`src/rtl/vic_pkg.sv`:
```
package vic_pkg;

  typedef enum logic [2:0] {
    ST_IDLE,
    ST_REQ,
    ST_ACK1,
    ST_GAP,
    ST_ACK2
  } ack_st_t;

  // vector arithmetic kept here so the bench can restate it independently
  function automatic logic [31:0] vec_sum(input logic [31:0] base, input logic [31:0] idx);
    return base + idx;
  endfunction

endpackage

```
`src/rtl/irq_capture.sv`:
```
module irq_capture #(
  parameter int NSRC = 8
) (
  input  logic            clk,
  input  logic            rst_n,
  input  logic [NSRC-1:0] req,
  input  logic [NSRC-1:0] clr,
  output logic [NSRC-1:0] pend
);

  logic [NSRC-1:0] req_q;
  logic [NSRC-1:0] rise;

  assign rise = req & ~req_q;

  always_ff @(posedge clk or negedge rst_n) begin
    if (!rst_n) begin
      req_q <= '0;
      pend  <= '0;
    end else begin
      req_q <= req;
      pend  <= (pend & ~clr) | rise;
    end
  end

  // every detected edge is latched
  a_r3_rise_latched: assert property (@(posedge clk) disable iff (!rst_n)
    (|rise) |=> ((pend & $past(rise)) == $past(rise)));

  // a cleared source drops unless a fresh edge arrived
  a_r8_clear_takes: assert property (@(posedge clk) disable iff (!rst_n)
    (|(clr & ~rise)) |=> ((pend & $past(clr & ~rise)) == '0));

endmodule

```
`src/rtl/irq_prio_pick.sv`:
```
module irq_prio_pick #(
  parameter int NSRC = 8,
  localparam int IW = (NSRC > 1) ? $clog2(NSRC) : 1
) (
  input  logic [NSRC-1:0] req,
  output logic            any,
  output logic [IW-1:0]   idx
);

  function automatic logic [IW-1:0] lowest_set(input logic [NSRC-1:0] v);
    logic [IW-1:0] r;
    r = '0;
    for (int i = NSRC - 1; i >= 0; i--) begin
      if (v[i]) r = IW'(i);
    end
    return r;
  endfunction

  assign any = |req;
  assign idx = lowest_set(req);

  // no lower-indexed request may be pending below the chosen one
  always_comb begin
    if (any) begin
      a_r6_lowest_wins: assert ((req & ((NSRC'(1) << idx) - NSRC'(1))) == '0);
    end
  end

endmodule

```
`src/rtl/irq_ack_fsm.sv`:
```
module irq_ack_fsm
  import vic_pkg::*;
#(
  parameter int NSRC = 8,
  parameter int VW   = 8,
  localparam int IW  = (NSRC > 1) ? $clog2(NSRC) : 1
) (
  input  logic            clk,
  input  logic            rst_n,
  input  logic            inta_n,
  input  logic            any,
  input  logic [IW-1:0]   pick_idx,
  input  logic [VW-1:0]   base,
  output logic            cpu_int,
  output logic            bus_oe,
  output logic [VW-1:0]   bus_data,
  output logic [NSRC-1:0] in_service,
  output logic [NSRC-1:0] clr
);

  ack_st_t       st;
  logic [IW-1:0] win;
  logic          busy;
  logic          served;

  always_ff @(posedge clk or negedge rst_n) begin
    if (!rst_n) begin
      st  <= ST_IDLE;
      win <= '0;
    end else begin
      case (st)
        ST_IDLE: if (any) st <= ST_REQ;
        ST_REQ: begin
          if (!any) st <= ST_IDLE;
          else if (!inta_n) begin
            st  <= ST_ACK1;
            win <= pick_idx;
          end
        end
        ST_ACK1: if (inta_n) st <= ST_GAP;
        ST_GAP:  if (!inta_n) st <= ST_ACK2;
        ST_ACK2: if (inta_n) st <= ST_IDLE;
        default: st <= ST_IDLE;
      endcase
    end
  end

  assign busy       = (st == ST_ACK1) || (st == ST_GAP) || (st == ST_ACK2);
  assign served     = (st == ST_ACK2) && inta_n;
  assign cpu_int    = (st == ST_REQ);
  assign bus_oe     = (st == ST_ACK2);
  assign bus_data   = bus_oe ? VW'(vec_sum(32'(base), 32'(win))) : '0;
  assign in_service = busy ? (NSRC'(1) << win) : '0;
  assign clr        = served ? (NSRC'(1) << win) : '0;

  // acknowledge withdraws the request
  a_r4_int_drops: assert property (@(posedge clk) disable iff (!rst_n)
    (cpu_int && !inta_n) |=> !cpu_int);

  // drive stops once the second pulse ends
  a_r10_oe_release: assert property (@(posedge clk) disable iff (!rst_n)
    (bus_oe && inta_n) |=> !bus_oe);

  // one source at most in service
  a_r9_onehot: assert property (@(posedge clk) disable iff (!rst_n)
    $onehot0(in_service));

  // winner does not move during a handshake
  a_r7_frozen: assert property (@(posedge clk) disable iff (!rst_n)
    ((|in_service) && $past(|in_service)) |-> $stable(in_service));

  // driven vector always belongs to a source in service
  a_r5_oe_owner: assert property (@(posedge clk) disable iff (!rst_n)
    bus_oe |-> (|in_service));

endmodule

```
`src/rtl/vic_top.sv`:
```
module vic_top #(
  parameter int NSRC = 8,
  parameter int VW   = 8
) (
  input  logic            clk,
  input  logic            rst_n,
  input  logic [NSRC-1:0] irq_req,
  input  logic [NSRC-1:0] irq_en,
  input  logic [VW-1:0]   vec_base,
  input  logic            inta_n,
  output logic            cpu_int,
  output logic            bus_oe,
  output logic [VW-1:0]   bus_data,
  output logic [NSRC-1:0] in_service
);

  localparam int IW = (NSRC > 1) ? $clog2(NSRC) : 1;

  logic [NSRC-1:0] pend;
  logic [NSRC-1:0] live;
  logic [NSRC-1:0] clr;
  logic            any;
  logic [IW-1:0]   pick_idx;

  assign live = pend & irq_en;

  irq_capture #(.NSRC(NSRC)) u_cap (
    .clk  (clk),
    .rst_n(rst_n),
    .req  (irq_req),
    .clr  (clr),
    .pend (pend)
  );

  irq_prio_pick #(.NSRC(NSRC)) u_pick (
    .req(live),
    .any(any),
    .idx(pick_idx)
  );

  irq_ack_fsm #(.NSRC(NSRC), .VW(VW)) u_fsm (
    .clk       (clk),
    .rst_n     (rst_n),
    .inta_n    (inta_n),
    .any       (any),
    .pick_idx  (pick_idx),
    .base      (vec_base),
    .cpu_int   (cpu_int),
    .bus_oe    (bus_oe),
    .bus_data  (bus_data),
    .in_service(in_service),
    .clr       (clr)
  );

  // request output only with an enabled pending source
  a_r2_int_has_cause: assert property (@(posedge clk) disable iff (!rst_n)
    cpu_int |-> (|live));

endmodule

```
`config.mk`:
```
export PLATFORM = sky130hd
export DESIGN_NAME = vic_top
export DESIGN_NICKNAME = d
export VERILOG_FILES = /design/src/rtl/vic_pkg.sv /design/src/rtl/irq_capture.sv /design/src/rtl/irq_prio_pick.sv /design/src/rtl/irq_ack_fsm.sv /design/src/rtl/vic_top.sv
export SDC_FILE = /design/constraint.sdc
export NUM_CORES = 1
export LEC_CHECK = 0
export BUFFER_PORTS_ARGS = -buffer_cell sky130_fd_sc_hd__clkbuf_2
export CORE_UTILIZATION = 45
export CTS_BUF_LIST = sky130_fd_sc_hd__clkbuf_16
export DETAILED_ROUTE_END_ITERATION = 7
export PLACE_DENSITY = 0.74
export SYNTH_ARGS = -nofsm -noshare
export SYNTH_HDL_FRONTEND = slang
export SYNTH_SLANG_ARGS = --single-unit
```
`constraint.sdc`:
```
create_clock -name clk -period 2.4 [get_ports clk]
set_input_delay 0.24 -clock clk [delete_from_list [all_inputs] [get_ports clk]]
set_output_delay 0.24 -clock clk [all_outputs]
set_load 0.005 [all_outputs]
```
Word-level counts from Yosys, hierarchy flattened --
Cells that the tools add are included. W data, S select, Z words.
Storage, ports and cells: logic and storage cells 47, output and inout bits 18, register bits after elaboration 22
Cells by class: add/sub/neg operators 1, equality and inequality tests 9, muxes and demuxes 18, shifts and indexed selects 1, reduce and logical (&&, ||, !) cells 7, bitwise logic cells 7
Operators by type and width (count):
- $mux W3 | 14
- $and A8 B8 Y8 | 3
- $mux W8 | 3
- $not A8 Y8 | 2
- $pmux W3 S5 | 1
- $add A8 B3 Y8 | 1
- $or A8 B8 Y8 | 1
- $reduce_or A8 Y1 | 1
- $shl A1 B3 Y8 const A | 1
- $eq A3 B2 Y1 const B | 2
- $ne A2 B2 Y1 const B | 3
- $reduce_and A5 Y1 | 1
- $eq A3 B1 Y1 const B | 1
- $eq A3 B3 Y1 const B | 1
- $logic_not A3 Y1 | 1
- $ne A3 B3 Y1 const B | 1
- $reduce_and A3 Y1 | 1
- $logic_or A1 B1 Y1 | 2
- $ne A2 B1 Y1 const B | 1
- $logic_and A1 B1 Y1 | 1
- $not A1 Y1 | 1

Longest topological paths before layout --
Gate-level depths: netlist (run 1).
depth after elaboration 9, gate-level depth with buffers 6

Hierarchy --
A second synthesis (run 1) with hierarchy kept.
Unflattened totals: cell total of the unflattened synthesis 143, area, all modules 1356.3 µm²
By module, submodules not included:
- irq_ack_fsm | cells an instance 82, instances 1, area an instance 664.4 µm²
- irq_capture | cells an instance 40, instances 1, area an instance 560.5 µm²
- irq_prio_pick | cells an instance 13, instances 1, area an instance 81.3 µm²
- vic_top | cells an instance 8, instances 1, area an instance 50.0 µm²

Worst setup path after synthesis (run 1) --
OpenSTA, ideal clock, no wires.
path kind reg2out, from register u_fsm.win[0], to output port bus_data[6], path buffers 0, required time 2160 ps, arrival 1525 ps, slack 635 ps, cell stages (with the launch flop) 7, cell sequence dfrtp_1 -> ha_1 -> fa_1 -> a21oi_1 -> nor3b_1 -> xnor2_1 -> nor2_1
On the way: cells in the longest elaborated chain, start to end 2
Ends and longest elaborated chain:
- from (decl) | line irq_ack_fsm.sv:22 | logic [IW-1:0] win;
- from (signal assigned) | line irq_ack_fsm.sv:37 | win <= pick_idx;
- $add A8 B3 Y8 | line vic_pkg.sv:13 | return base + idx;
- $mux W8 | line irq_ack_fsm.sv:52 | assign bus_data = bus_oe ? VW'(vec_sum(32'(base), 32'(win))) : '0;
- to (decl) | line vic_top.sv:13 | output logic [VW-1:0] bus_data,
Every way passes these cells.

Final worst setup path (run 1) --
Same ends and word-level chain as after synthesis.

==> results of run 1 <==
## power groups by stage
stage | registers (uW) | clock network [uW] | logic, uW
finish | 527 | 337 | 442
global route | 541 | 366 | 496
CTS | 525 | 350 | 449
detailed placement | 530 | 0 | 445
global placement | 522 | 0 | 436
floorplan | 507 | 0 | 307
## cell usage after synthesis
library cell,count
nor3_1,3
dfrtp_1,22
and2_4,1
a22oi_1,3
nor3b_1,1
or3_1,2
nor3b_2,1
o21bai_1,1
nand3b_1,1
and2_1,3
xor2_1,1
a21o_1,1
nor2_1,13
a221oi_1,2
nand4_1,2
inv_4,1
nand2b_1,3
nor2b_1,2
mux2_4,2
xnor2_1,3
a2bb2oi_1,1
and2b_1,1
nand2_2,1
nor2_2,1
o21ai_0,15
nand3b_2,1
o21ai_1,3
a32oi_1,2
nand3_2,1
ha_1,3
inv_1,8
nand2_1,9
a22o_1,1
a22oi_4,1
a21oi_1,6
fa_1,1
o31ai_1,2
## critical path: cells and delay by family, from the launching register on
family / cells / cell delay, ns
buf+inv: 1 / 0.12
simple gates: 2 / 0.19
compound gates: 1 / 0.20
flops: 1 / 0.46
xor+xnor: 1 / 0.14
fa+ha+maj: 2 / 0.64
## registers in the layout, summed over array words and instances (netlist names)
name         count
u_cap.pend       8
u_cap.req_q      8
u_fsm.st         3
u_fsm.win        3
## through the flow
stage               worst slack (ns)  power, uW  utilization [%]
detailed placement             0.381        975             58.6
global placement               0.488        958             58.6
CTS                            0.103       1320             62.0
global route                  0.0167       1400             62.0
floorplan                      0.635        814                -
finish                         0.155       1310             62.0
## worst paths after layout
check / startpoint / slack (ns) / to
min in group asynchronous: rst_n / 0.50 / u_cap.pend[6]
setup / recovery: u_fsm.win[0] / 0.16 / bus_data[6]
hold / removal: irq_req[6] / 0.11 / u_cap.req_q[6]
setup reg to reg: u_cap.pend[5] / 0.93 / u_fsm.win[0]
max in group asynchronous: rst_n / 1.51 / u_fsm.win[0]
hold reg to reg: u_cap.req_q[4] / 0.42 / u_cap.pend[4]
## area by class of cell
class / count / area (sq um) / area share, %
repair buffers: 45 / 230 / 14.9
clock buffers: 3 / 75.1 / 4.84
flip-flops and latches: 22 / 552 / 35.6
inverters: 9 / 36.3 / 2.34
multi-input cells: 94 / 619 / 40.0
well taps: 30 / 37.5 / 2.42
## kinds of logic after synthesis
group,share of synthesized area (%)
DFF,45.6
buffers and inverters,3.01
and+or+nand+nor,20.7
muxes,2.49
AOI/OAI and AO/OA,20.4
xor gates and xnor gates,2.91
adders and majority gates,4.77
## metal layers
layer	global-route usage (%)	wire length, um	part of all wire, %
met1	26.5	1140	43
met2	39.3	1340	51
met3	4.24	126	4.8
met4	7.89	27	1.0
met5	0	0	0
## repair_timing
item,4_1_cts,5_1_grt
gates resized for setup,0,1
hold buffers,1,0
endpoints found under the setup margin,0,1
endpoints found under the hold margin,22,0
setup buffers,0,0
==> metrics, run 1 <==
result of the run finished clean; switching component of the power 435 uW; clk_skew 0.00234 ns; detailed placement HPWL around 2.2 mm; number of buffers added on ports between 40 and 50; number of buffers inserted during clock tree synthesis 3; most common cell after layout, fill and taps aside clkbuf_2; peak ir drop on the vdd network ~570 uV; tightest slew margin relative to the limit 64.3%; Synth warnings 0; detail-routed via count per cell between 5 and 6; number of hold-slack violations in the final timing report 0; Area growth, synth to finish 28.5%; proportion of power drawn by the clock network between 20 and 30%; Finished Layout Cells between 200 and 250; area leader, netlist dfrtp_1; Syn Nets 156; Worst Setup Path Type reg2out; number of detailed-route iterations in the first pass 4; crit path max-delay cell type dfrtp_2; worst min path class in2reg; Layout Cell Area excl Fill about 1600 sq um; Filler cells about 230; worst hold slack after final layout about 0.11 ns; ant diodes 0; cells along the critical path ha_1 > fa_1 > a21oi_1 > nor3b_1 > xnor2_1 > nor2_1 > clkbuf_2; synthesized cell area approximately 1200 sq um; Hold Path Cell Cnt 1; most frequent cells in the layout 44 x clkbuf_2, 21 x dfrtp_1, 15 x o21ai_0, 13 x nor2_1, 9 x nand2_1; Bufs on Longest Clock Path 2; core footprint roughly 2500 sq um; DRC violations left 0; initial standard-cell utilization of the core between 40 and 50%; CTS tree done; std cell rows 18; via count of the first global-routing pass 1036; Critical Path Fanout Max 9; setup repair after global routing missed its margin false; setup TNS after final layout 0 ns; f_max between 400 and 500 MHz; pin count of the biggest net entering global routing 23; Final Max Tran Viols 0; fraction of final layout cells sized beyond drive strength 1 between 30% and 40%; maximum level of the CTS H-tree 1; crit path launch type flip-flop; pwr dens between 800 and 900 nW/um^2; count of endpoints failing setup in the final report 0; Clk pin slew, worst setup/hold paths ~0.05 ns; delay of the slowest cell on the worst path approximately 0.46 ns; first-pass GRT wire length between 4 and 5 mm; initial detailed-routing violation count 19; proportion of power drawn by combinational gates about a third; portion of the clock cycle consumed by the worst path in the final layout 93.5%; remaining global-route overflow 0; post-route ant nets 0; kind of end point of the critical path output pin; count of cells along the worst register-to-register path 4; library cell used as clock root buffer clkbuf_16; share of total power in sequential cells between 40% and 50%; antenna violations before repair 0; sequential element share of the synthesized area roughly 46%; Die Area 2890 sq um; synthesized flop and latch total 22; chip height approximately 54 um; required time of the worst setup path between 2 and 2.5 ns; slew at the pin with the worst max-slew slack approximately 0.53 ns; width of the chip approximately 54 um; signal arrival time at the worst endpoint 2.00 ns; number of maximum-capacitance constraint violations 0; share of the synthesized area in the top cell type 45.6%; proportion of total power due to net switching approximately 33%; wire length reported by the detailed router 2.63 mm; weighted congestion at the end of routability-driven global placement approximately 0.78; Boundary Pins between 40 and 50; largest cells by area after synthesis dfrtp_1 46%, o21ai_0 6.2%, nor2_1 4.0%; GR Util All Layers 22.2%; distinct cell type count of the synthesized netlist 37; detail-routed net length per standard cell 13.0 um; nets about 210; post-detailed-placement cell area between 1000 and 1500 sq um; shortest clock period the worst path allows after layout approximately 2.2 ns; Int Power 871 uW; leakage power figure 0.000741 uW; average cell area after synthesis approximately 9.6 sq um; clock tree sinks 22; clock insertion delay at the later pin of the skew report about 0.25 ns; Cells after Synth approximately 130; number of instances in the placed design 199; via count of the routed design roughly 1100
Power figures use the tool's default switching activity.
==> run 2: changes to the inputs <==
CORE_UTILIZATION = 52   (was 45)
PLACE_DENSITY = 0.84   (was 0.74)
==> metrics, run 2 (synthesized netlist as in run 1, its figures left out) <==
most frequent cells in the layout 44 x clkbuf_2, 20 x dfrtp_1, 15 x o21ai_0, 13 x nor2_1, 9 x nand2_1; met1 Resource Use GR 28.2% (+1.7 points); post-detailed-placement cell area 1460 sq um (-0.17%); CTS tree done; initial detailed-routing violation count 20 (+1); Critical Path Fanout Max 9 (unchanged); crit path launch type flip-flop; Bufs on Longest Clock Path 2 (unchanged); post-route ant nets 0 (unchanged); number of buffers inserted during clock tree synthesis 3 (unchanged); slew at the pin with the worst max-slew slack 0.511 ns (-0.0236 ns); switching component of the power 451 uW (+3.6%); proportion of power drawn by combinational gates 33.9% (about the same); fraction of final layout cells sized beyond drive strength 1 33.9% (+0.38 points); maximum level of the CTS H-tree 1 (unchanged); post-placement setup slack 0.375 ns (-0.00555 ns); GRT busiest layer met2; wire length reported by the detailed router 2.64 mm (+0.38%); pin count of the biggest net entering global routing 23 (unchanged); ant diodes 0 (unchanged); via count of the first global-routing pass 1102 (+6.4%); core footprint 2190 sq um (-12%); portion of the clock cycle consumed by the worst path in the final layout 94.9% (+1.3 points); count of cells along the worst register-to-register path 6 (+2); start point of the worst min-delay path irq_req[3]; clock insertion delay at the later pin of the skew report 0.25 ns (about the same); number of maximum-capacitance constraint violations 0 (unchanged); detail-routed net length per standard cell 13.1 um (+0.88%); startpoint of the worst register-to-register path u_fsm.st[1]; slack of the worst reg-to-reg path 0.83 ns (-0.10 ns); Hold Path Cell Cnt 1 (unchanged); number of hold-slack violations in the final timing report 0 (unchanged); remaining global-route overflow 0 (unchanged); Worst Setup Slack, final 0.123 ns (-0.0323 ns); Final Max Tran Viols 0 (unchanged); setup repair bufs after CTS 0 (unchanged); share of total power in sequential cells 40.2% (-0.2 points); kind of end point of the critical path output pin; largest registers u_cap.pend x8, u_cap.req_q x8; f_max 439 MHz (-1.4%); proportion of total power due to net switching 34.0% (+0.69 points); setup TNS after final layout 0 ns (unchanged); chip height 50.2 um (-6.7%); most common cell after layout, fill and taps aside clkbuf_2; proportion of power drawn by the clock network 25.8% (about the same); antenna violations before repair 0 (unchanged); library cell used as clock root buffer clkbuf_16; count of endpoints failing setup in the final report 0 (unchanged); Area growth, synth to finish 28.7%; GR Util All Layers 23.6% (+1.3 points); std cell rows 17 (-1); worst setup path startpoint u_fsm.win[0]; worst min path class in2reg; Worst Setup Path Type reg2out; shortest clock period the worst path allows after layout 2.28 ns (+0.0323 ns); Int Power 875 uW (+0.45%); setup repair after global routing missed its margin false; Global Route met2 Usage 42.0% (+2.7 points); detail-routed via count per cell 5.62 (+6.0%); number of detailed-route iterations in the first pass 4 (unchanged); pwr dens 854 nW/um^2 (+1.3%); Finished Layout Cells 202 (-0.49%); weighted congestion at the end of routability-driven global placement 0.915 (+18%); DRC violations left 0 (unchanged); Layout Cell Area excl Fill 1550 sq um (+0.16%); signal arrival time at the worst endpoint 2.04 ns (+0.04 ns); via count of the routed design 1135 (+5.5%); result of the run finished clean; sink of the worst hold path u_cap.req_q[3]; Die Area 2520 sq um (-13%); tightest slew margin relative to the limit 65.9% (+1.6 points); clock tree sinks 22 (unchanged); detailed placement HPWL 2.09 mm (-3.8%); initial standard-cell utilization of the core 55.1% (+6.8 points); number of buffers added on ports 44 (unchanged); first-pass GRT wire length 4.48 mm (-1.4%); Boundary Pins 45 (unchanged); R2R Path End u_cap.pend[0]; Clk pin slew, worst setup/hold paths 0.05 ns (about the same); leakage power figure 0.000741 uW (about the same); clk_skew 0.00120 ns (-0.00114 ns); width of the chip 50.2 um (-6.7%); peak ir drop on the vdd network 706 uV (+25%); number of instances in the placed design 197 (-1.0%); required time of the worst setup path 2.16 ns (about the same); met3 track demand over resource 4.85% (+0.61 points); nets 206 (unchanged)
==> run 2: cell types whose count changed in the layout (fill, tap and decap cells not counted), sizes merged <==
cell	previous run	this run
clkinv	0	1
==> run 2: power by group through the flow <==
stage	Clock [uW]	Sequential (uW)	Combinational (uW)
floorplan	0	507	307
global placement	0	527	425
detailed placement	0	533	446
CTS	350	527	451
global route	368	546	499
finish	342	534	450
==> run 2: timing repair <==
| action | in CTS | in global routing |
|---|---|---|
| gates resized for setup | 0 | 2 |
| hold buffers | 1 | 0 |
| hold endpoints to repair | 22 | 0 |
| endpoints found under the setup margin | 0 | 3 |
==> run 2: area by class of cell <==
| type | instances | area (sq um) |
|---|---|---|
| fill | 173 | 638 |
| multi-input combinational | 94 | 619 |
| sequential | 22 | 553 |
| timing repair buffer | 45 | 230 |
| clock buffer | 3 | 75.1 |
| inverter | 9 | 36.3 |
| tap | 28 | 35.0 |
| clock inverter | 1 | 3.75 |
==> run 2: per-stage QoR <==
step	util, %	hold WS [ns]	total power (uW)
floorplan	-	-0.0556	814
global placement	66.7	0.237	952
detailed placement	66.7	0.236	979
CTS	70.8	0.104	1330
finish	70.9	0.104	1330
global route	70.9	0.0996	1410
==> run 2: how the worst max path moves through the flow <==
stage	end	slack, ns	cells past startpoint
after detailed placement	bus_data[5]	0.38	6
after global placement	bus_data[6]	0.49	7
after CTS	bus_data[5]	0.1	6
after global routing	bus_data[6]	0.04	7
final	bus_data[4]	0.12	7
after floorplan	bus_data[6]	0.64	6
==> run 2: worst max-delay path, stage by stage (launching register included) <==
cell and delay, ns:
dfrtp_2 0.46, ha_1 0.23, fa_1 0.41, a21oi_1 0.25
nor2b_1 0.09, xnor2_1 0.13, nor2_1 0.10, clkbuf_2 0.12
==> run 2: per-layer routing <==
metal / part of all wire, % / up-vias
met5: 0 / -
met2: 54 / 40
met4: 0.57 / 0
li1: - / 551
met3: 4.5 / 2
met1: 41 / 542
==> run 3: changes to the inputs <==
--- a/constraint.sdc
+++ b/constraint.sdc
@@ -3,2 +3,2 @@
 set_output_delay 0.24 -clock clk [all_outputs]
-set_load 0.005 [all_outputs]
+set_load 0.1 [all_outputs]
==> metrics, run 3 (synthesized netlist as in run 1, its figures left out) <==
most frequent cells in the layout 38 x clkbuf_2, 22 x dfrtp_1, 15 x o21ai_0, 10 x nor2_1, 9 x nand2_1; crit path launch type flip-flop; fraction of final layout cells sized beyond drive strength 1 38.6% (+4.7 points); portion of the clock cycle consumed by the worst path in the final layout 94.1% (-0.81 points); largest registers u_cap.pend x8, u_cap.req_q x8; initial detailed-routing violation count 16 (-20%); Critical Path Fanout Max 2 (-7); core footprint 2190 sq um (unchanged); peak ir drop on the vdd network 794 uV (+12%); area of combinational cells with multiple inputs 652 sq um (+5.3%); antenna violations before repair 0 (unchanged); Worst Setup Path Type reg2out; initial standard-cell utilization of the core 55.1% (unchanged); std cell rows 17 (unchanged); DRC violations left 0 (unchanged); weighted congestion at the end of routability-driven global placement 0.773 (-16%); number of maximum-capacitance constraint violations 0 (unchanged); post-route ant nets 0 (unchanged); detailed placement HPWL 2.21 mm (+5.6%); remaining global-route overflow 0 (unchanged); final design utilization 76.5% (+5.6 points); result of the run finished clean; library cell used as clock root buffer clkbuf_16; wire length reported by the detailed router 2.99 mm (+13%); clk_skew 0.00130 ns (+0.000106 ns); Final Max Tran Viols 0 (unchanged); sequential standard cell area 551 sq um (-0.45%); chip height 50.2 um (unchanged); width of the chip 50.2 um (unchanged); worst hold slack after final layout 0.104 ns (-0.000105 ns); Area growth, synth to finish 38.9%; number of instances in the placed design 199 (+1.0%); number of hold-slack violations in the final timing report 0 (unchanged); detail-routed via count per cell 5.66 (+0.68%); Finished Layout Cells 204 (+0.99%); shortest clock period the worst path allows after layout 2.26 ns (-0.0195 ns); kind of end point of the critical path output pin; post-detailed-placement cell area 1580 sq um (+8.0%); pwr dens 1050 nW/um^2 (+23%); Clk pin slew, worst setup/hold paths 0.06 ns (about the same); signal arrival time at the worst endpoint 2.02 ns (-0.02 ns); setup TNS after final layout 0 ns (unchanged); CTS tree done; delay of the slowest cell on the worst path 0.43 ns (-0.03 ns); first-pass GRT wire length 4.64 mm (+3.5%); worst min path class in2reg; number of buffers added on ports 44 (unchanged); setup repair after global routing missed its margin false; nets 208 (+0.97%); Bufs on Longest Clock Path 2 (unchanged); number of buffers inserted during clock tree synthesis 3 (unchanged); cells along the critical path ha_1 > fa_1 > a21oi_2 > nor3b_1 > xnor2_1 > nor2_2 > buf_12; required time of the worst setup path 2.16 ns (about the same); Die Area 2520 sq um (unchanged); Filler cells 153 (-12%); Boundary Pins 45 (unchanged); count of endpoints failing setup in the final report 0 (unchanged); number of detailed-route iterations in the first pass 4 (unchanged); f_max 443 MHz (+0.86%); via count of the first global-routing pass 1048 (-4.9%); slew at the pin with the worst max-slew slack 0.548 ns (+0.0362 ns); ant diodes 0 (unchanged); crit path max-delay cell type fa_1; pin count of the biggest net entering global routing 23 (unchanged); detail-routed net length per standard cell 14.7 um (+12%); leakage power figure 0.000776 uW (+4.7%); tightest slew margin relative to the limit 63.5% (-2.4 points); via count of the routed design 1154 (+1.7%); GR Util All Layers 24.8% (+1.2 points); most common cell after layout, fill and taps aside clkbuf_2; clock insertion delay at the later pin of the skew report 0.25 ns (about the same); clock tree sinks 22 (unchanged); maximum level of the CTS H-tree 1 (unchanged); Layout Cell Area excl Fill 1680 sq um (+7.9%)
## run 3: changes by cell type in the layout (fill, tap and decap cells not counted), sizes merged
| cell | delta |
|---|---|
| clkbuf | -6 |
| buf | +8 |
## run 3: worst max-delay path, delay by kind of cell, from the launching register on
kind	cells	cell delay (ns)
AND/OR/NAND/NOR	2	0.21
flip-flops	1	0.38
XOR/XNOR	1	0.13
adder cells (fa/ha/maj)	2	0.64
AO/OA/AOI/OAI	1	0.20
buffers and inverters	1	0.19
## run 3: final cells by class
type,instances,area share (%)
clock buffers,3,4.48
flip-flops and latches,22,32.9
well taps,28,2.09
multi-input cells,94,38.9
clock inverters,1,0.224
repair buffers,47,19.3
inverters,9,2.17
## run 3: where the power goes
group | total, uW | internal, uW | switching (uW) | leakage (uW)
Sequential | 498 | 428 | 69.4 | 0.000238
Combinational | 917 | 270 | 647 | 0.000500
Clock | 347 | 222 | 125 | 0.0000385
Total | 1760 | 920 | 842 | 0.000776
## run 3: final timing paths
path                                startpoint             end  slack [ns]  cells past startpoint
worst max-delay path              u_fsm.win[0]     bus_data[6]        0.14                      7
worst min-delay path                irq_req[6]  u_cap.req_q[6]        0.10                      1
worst max register to register     u_fsm.st[1]   u_cap.pend[0]        0.87                      6
worst min register to register  u_cap.req_q[4]   u_cap.pend[4]        0.42                      1
max in group asynchronous                rst_n   u_cap.pend[7]        1.53                      2
min in group asynchronous                rst_n    u_fsm.win[1]        0.51                      2
## run 3: what timing repair did
| item | in CTS | in global routing |
|---|---|---|
| endpoints found under the hold margin | 22 | 0 |
| endpoints found under the setup margin | 0 | 3 |
| hold buffers | 1 | 0 |
| gates resized for setup | 0 | 2 |
| setup buffers | 0 | 0 |
## run 3: routing by layer
metal	wire (um)	GRT usage, %	vias up
li1	-	-	552
met1	1240	29.3	567
met2	1610	44.2	28
met3	97	5.76	7
met4	40	7.14	0
met5	0	0	-
## run 3: stage by stage
stage | setup WS [ns] | total power (uW)
floorplan | -0.335 | 1190
global placement | 0.423 | 1380
detailed placement | 0.368 | 1400
CTS | 0.0830 | 1750
global route | 0.0379 | 1840
finish | 0.143 | 1760
